**src/rtl/code_prefetch_q.sv**
```systemverilog
module code_prefetch_q #(
  parameter int ADDR_W = 24,
  parameter int QDEPTH = 4,
  parameter logic [23:0] BOOT_PC = 24'h000000
) (
  input  logic              clk,
  input  logic              rst_n,
  input  logic              jump_req,
  input  logic [ADDR_W-1:0] jump_addr,
  output logic [7:0]        dec_byte,
  output logic              dec_valid,
  input  logic              dec_ready,
  input  logic              rd_req,
  input  logic [ADDR_W-1:0] rd_addr,
  output logic              rd_ready,
  output logic [15:0]       rd_data,
  output logic              rd_valid,
  output logic              bus_strobe,
  output logic [ADDR_W-1:0] bus_addr,
  input  logic [15:0]       bus_rdata
);
  localparam int CW = $clog2(QDEPTH + 1);

  typedef enum logic [1:0] {RS_IDLE, RS_LOW, RS_HIGH} rd_st_t;

  logic [7:0]        q [QDEPTH];
  logic [7:0]        q_n [QDEPTH];
  logic [CW-1:0]     cnt, cnt_n, base;
  logic [ADDR_W-1:0] fetch_pc, rd_a, jmp_al;
  logic [7:0]        rd_lo;
  rd_st_t            rs;
  logic              gap_used;
  logic              pop, pf_room, gap_pf, rd_bus, pf;

  assign jmp_al    = {jump_addr[ADDR_W-1:1], 1'b0};
  assign dec_byte  = q[0];
  assign dec_valid = (cnt != '0) && !jump_req;
  assign pop       = dec_valid && dec_ready;
  assign rd_ready  = (rs == RS_IDLE);
  assign pf_room   = (int'(cnt) <= QDEPTH - 2);
  assign gap_pf    = !jump_req && (rs == RS_HIGH) && !gap_used && pf_room;
  assign rd_bus    = !jump_req && ((rs == RS_LOW) || ((rs == RS_HIGH) && !gap_pf));
  assign pf        = !jump_req && (((rs == RS_IDLE) && pf_room) || gap_pf);
  assign bus_strobe = jump_req || rd_bus || pf;
  assign base      = cnt - CW'(pop);

  always_comb begin
    if (jump_req)             bus_addr = jmp_al;
    else if (rd_bus)          bus_addr = (rs == RS_LOW) ? rd_a : rd_a + ADDR_W'(1);
    else                      bus_addr = fetch_pc;
  end

  always_comb begin
    for (int i = 0; i < QDEPTH - 1; i++) q_n[i] = pop ? q[i+1] : q[i];
    q_n[QDEPTH-1] = q[QDEPTH-1];
    cnt_n = base;
    if (jump_req) begin
      q_n[0] = jump_addr[0] ? bus_rdata[15:8] : bus_rdata[7:0];
      q_n[1] = bus_rdata[15:8];
      cnt_n  = jump_addr[0] ? CW'(1) : CW'(2);
    end else if (pf) begin
      for (int i = 0; i < QDEPTH; i++) begin
        if (CW'(i) == base)          q_n[i] = bus_rdata[7:0];
        if (CW'(i) == base + CW'(1)) q_n[i] = bus_rdata[15:8];
      end
      cnt_n = base + CW'(2);
    end
  end

  always_ff @(posedge clk or negedge rst_n) begin
    if (!rst_n) begin
      for (int i = 0; i < QDEPTH; i++) q[i] <= '0;
      cnt      <= '0;
      fetch_pc <= ADDR_W'(BOOT_PC);
    end else begin
      q   <= q_n;
      cnt <= cnt_n;
      if (jump_req)  fetch_pc <= jmp_al + ADDR_W'(2);
      else if (pf)   fetch_pc <= fetch_pc + ADDR_W'(2);
    end
  end

  always_ff @(posedge clk or negedge rst_n) begin
    if (!rst_n) begin
      rs       <= RS_IDLE;
      rd_a     <= '0;
      rd_lo    <= '0;
      rd_data  <= '0;
      rd_valid <= 1'b0;
      gap_used <= 1'b0;
    end else begin
      rd_valid <= 1'b0;
      case (rs)
        RS_IDLE: if (rd_req) begin
          rd_a <= rd_addr;
          rs   <= RS_LOW;
        end
        RS_LOW: if (rd_bus) begin
          if (rd_a[0]) begin
            rd_lo    <= bus_rdata[15:8];
            gap_used <= 1'b0;
            rs       <= RS_HIGH;
          end else begin
            rd_data  <= bus_rdata;
            rd_valid <= 1'b1;
            rs       <= RS_IDLE;
          end
        end
        RS_HIGH: begin
          if (gap_pf) gap_used <= 1'b1;
          if (rd_bus) begin
            rd_data  <= {bus_rdata[7:0], rd_lo};
            rd_valid <= 1'b1;
            rs       <= RS_IDLE;
          end
        end
        default: rs <= RS_IDLE;
      endcase
    end
  end

  p_depth_r5: assert property (@(posedge clk) disable iff (!rst_n)
    int'(cnt) <= QDEPTH);
  p_jump_bus_r2: assert property (@(posedge clk) disable iff (!rst_n)
    jump_req |-> bus_strobe && !dec_valid);
  p_jump_fill_r4: assert property (@(posedge clk) disable iff (!rst_n)
    jump_req |=> cnt == ($past(jump_addr[0]) ? CW'(1) : CW'(2)));
  p_rd_accept_r9: assert property (@(posedge clk) disable iff (!rst_n)
    rd_req && rd_ready |=> !rd_ready);
  p_rd_pulse_r7: assert property (@(posedge clk) disable iff (!rst_n)
    rd_valid |=> !rd_valid);
  p_split_odd_r8: assert property (@(posedge clk) disable iff (!rst_n)
    $rose(rs == RS_HIGH) |-> $past(bus_addr[0]));
endmodule

```
**config.mk**
```make
export PLATFORM = sky130hd
export DESIGN_NAME = code_prefetch_q
export DESIGN_NICKNAME = d
export VERILOG_FILES = /design/src/rtl/code_prefetch_q.sv
export SDC_FILE = /design/constraint.sdc
export NUM_CORES = 1
export LEC_CHECK = 0
export BUFFER_PORTS_ARGS = -buffer_cell sky130_fd_sc_hd__buf_2
export CAP_MARGIN = 20
export CORE_MARGIN = 2
export CORE_UTILIZATION = 24
export DETAILED_ROUTE_END_ITERATION = 16
export HOLD_SLACK_MARGIN = 0.15
export PLACE_DENSITY = 0.4
export SLEW_MARGIN = 20
export SYNTH_ARGS = -nofsm -noshare
export SYNTH_HDL_FRONTEND = slang
export SYNTH_SLANG_ARGS = --single-unit
```
**constraint.sdc**
```tcl
create_clock -name clk -period 3 [get_ports clk]
set_input_delay 0.3 -clock clk [delete_from_list [all_inputs] [get_ports clk]]
set_output_delay 0.3 -clock clk [all_outputs]
set_load 0.005 [all_outputs]
```
==> key figures <==
Finish
  – N_diodes: 0
  – Area growth from synthesis to layout: 21.9%
  – Fillers: 3173
  – Commonest cells after routing, fill and taps aside: 118 x buf_2, 110 x dfrtp_1, 90 x nand2_1
  – Fraction of layout cells with a size suffix above 1: 27.4%
  – Fin area: 0.00877 sq mm
  – Commonest non-fill, non-tap cell in the layout: buf_2
  – Final Non-Filler Cells: 1287
  – Fin nets: 971

Flow run
  – Max cap viols: 0

Yosys
  – Cell variety after synth: 60
  – Post-Syn Area: 0.00720 sq mm
  – Register area share after synthesis: 38.2%
  – Mean Syn Cell Area: 9.37 sq um
  – Mapped Cells: 768
  – Main synth FF type: dfrtp_1
  – Flops & latches, synth: 110
  – Fraction of registers with async set/reset: 100%
  – Warnings from Yosys: 0
  – Syn nets: 847
  – Number of synthesized flops with an enable pin: 0

Detailed routing
  – Antenna violation net count after detailed routing: 0
  – Residual DRC: 0
  – Vias per std cell: 4.77
  – WL/cell: 17.6 um
  – Drt pass-1 iters: 4
  – Final wirelength: 22600 um
  – Vias: 6142
  – First DRT Iteration DRCs: 402

Pwr
  – Leak Pwr: 0.00369 uW
  – Pwr per Cell Area: 909 mW/mm^2
  – Worst VDD drop: 0.399 mV

Placement
  – PortBufs: 120
  – Post-Place Cells: 1253
  – Gpl congestion: 0.773
  – Worst slack, placed: 0.147 ns
  – Detail Placement HPWL: 16700 um
  – DP Area: 0.00825 sq mm

Floorplanning
  – Num rows: 63
  – Die Area: 0.0314 sq mm
  – Die W: 177 um
  – Io pins: 121
  – Die height: 177 um
  – Core ar.: 0.0296 sq mm
  – Starting Density: 24.3%

Clock tree
  – H-tree levels: 3
  – Clock Sinks: 110
  – CTS buffer count: 9
  – Worst skew pair latency: 0.37 ns
  – CTS tree: built
  – Bufs on Longest Clock Path: 2
  – Clock-pin slew of the registers on the worst-case setup and hold paths: 0.08 ns
  – CTS root buf: clkbuf_16

Worst setup path
  – Crit path launch type: flip-flop
  – Worst-path cell chain: inv_1 > ha_1 > and4b_2 > and2_2 > nand3_4 > or3_1 > xnor2_1 > o21ai_1 > buf_2
  – WP data required: 2.70 ns
  – CP Capture Type: primary output
  – Crit path from: rs[1]$_DFFE_PN0P_
  – Kind of critical path: flip-flop to primary output
  – Crit path DAT: 2.52 ns
  – Critical-path maximum fanout: 7
  – CP peak stage delay: 0.39 ns
  – CP delay by family, top: simple AND/OR/NAND/NOR gates
  – Crit path buffers/inverters: 2
  – Slowest stage cell on the critical path: dfrtp_1
  – RR Startpoint: cnt[0]$_DFF_PN0_

STA
  – Unrepaired setup endpoints after global routing: true
  – # setup viols final: 0
  – Fin crit period: 2.82 ns
  – Hold Vio Cnt, Final: 0
  – Slew @ Worst Pin: 0.890 ns
  – Final worst-path cycle share: 93.9%
  – F_max: 355 MHz
  – Relative slew slack: 40.6%
  – Setup TNS: 0 ns
  – Hold_ws: 0.169 ns
  – Final slew viol count: 0
  – Worst Slack Setup Final: 0.183 ns
  – Worst clock skew: 0.00890 ns

GRT
  – Largest net degree at the start of global routing: 74
  – GRT Total Usage: 14.8%
  – Most Crowded Layer GR: met2
  – GR Overflow Total: 0
  – First-pass GRT wire length: 36300 um
  – Met3 global-route usage: 2.88%
  – Grt met1 use: 20.0%
  – Met2 Use GR: 24.5%
  – Vias in the first global route: 6367
  – Initial antenna violation count: 1

Worst hold path
  – Worst Hold Launch: rd_addr[12]
  – Hold Crit Class: input port to flip-flop

Outcome
  – Outcome: complete, no violations
[cells in the mapped netlist (4+ instances only)]
| cell type | n | share of area, % |
|---|---|---|
| dfrtp_1 | 110 | 38 |
| nand2_1 | 91 | 4.7 |
| nor2_1 | 57 | 3.0 |
| o21ai_0 | 54 | 3.8 |
| mux2_2 | 50 | 7.8 |
| mux2i_1 | 43 | 6.0 |
| a21oi_1 | 36 | 2.5 |
| o22ai_1 | 35 | 3.0 |
| xnor2_1 | 34 | 4.1 |
| xor2_1 | 27 | 3.3 |
| clkbuf_1 | 21 | 1.1 |
| nand3_1 | 16 | 1.1 |
| buf_2 | 15 | 1.0 |
| inv_1 | 14 | 0.73 |
| nand2b_1 | 12 | 1.0 |
| o221ai_1 | 12 | 1.5 |
| nand4_1 | 11 | 0.96 |
| ha_1 | 10 | 1.7 |
| buf_4 | 9 | 0.94 |
| a221o_1 | 8 | 1.1 |
| a22o_1 | 8 | 0.97 |
| nor3_1 | 8 | 0.56 |
| a22oi_1 | 6 | 0.63 |
| and2_1 | 5 | 0.43 |
| and3_1 | 5 | 0.43 |
| nor2b_1 | 5 | 0.43 |
| o21a_1 | 5 | 0.52 |
| o221a_2 | 5 | 0.78 |
| nand4b_1 | 4 | 0.49 |
| o21ai_1 | 4 | 0.28 |
[per-stage QoR]
stage	utilization (%)	total power, uW
after floorplan	-	5400
final	29.7	7970
after CTS	29.5	8070
after detailed placement	27.9	6750
after global routing	29.7	8730
after global placement	27.9	6740
[cell families (layout without fill, tap and decap cells)]
family                   count (synthesis)  after routing  synth area share, %
AO/OA/AOI/OAI                          189            189                 17.5
AND/OR/NAND/NOR                        239            239                 16.6
adder cells (fa/ha/maj)                 10             10                 1.74
XOR/XNOR                                62             62                 7.65
multiplexers                            93             93                 13.8
buffers and inverters                   65            194                 4.49
flip-flops                             110            110                 38.2
[final timing paths]
check	slack, ns	to	cells past startpoint
max in group asynchronous	1.66	fetch_pc[5]$_DFFE_PN0P_	3
worst min register to register	0.47	rd_data[15]$_DFFE_PN0P_	2
worst max-delay path	0.18	bus_addr[17]	9
worst max register to register	0.25	q[20]$_DFF_PN0_	12
worst min-delay path	0.17	rd_a[12]$_DFFE_PN0P_	2
min in group asynchronous	0.60	rd_data[15]$_DFFE_PN0P_	2
[registers in the layout, summed over array words and instances (netlist names), 2 cells and up]
register and count:
rs 2, rd_lo 8, cnt 3, fetch_pc 23, q 24, rd_a 24, rd_data 16, dec_byte 8
[layout make-up]
cell class	count	area (sq um)	share of cell area [%]
Multi-Input combinational cell	593	4180	47.7
Clock buffer	12	267	3.04
Inverter	14	52.6	0.599
Sequential cell	110	2750	31.4
Tap cell	390	488	5.56
Clock inverter	4	30.0	0.342
Timing Repair Buffer	164	1000	11.4
[what timing repair did]
action | CTS | global route
resized for setup | 1 | 11
pin swaps | 0 | 3
setup buffers | 0 | 1
hold buffers | 17 | 0
endpoints found under the hold margin | 76 | 0
setup endpoints to repair | 1 | 25
[power by group]
group	leakage [uW]	total (uW)	switching (uW)	internal, uW
clock network	0.000145	1250	611	636
registers	0.00132	2630	511	2120
logic	0.00222	4090	2270	1830
[routing by layer]
| metal | vias up | routed length (um) | share of wire, % |
|---|---|---|---|
| met1 | 2947 | 10700 | 48 |
| met2 | 152 | 10500 | 46 |
| li1 | 3022 | - | - |
| met4 | 2 | 253 | 1.1 |
| met3 | 19 | 1080 | 4.8 |
| met5 | - | 13 | 0.058 |
No activity file was read; power rests on OpenSTA's default activity.
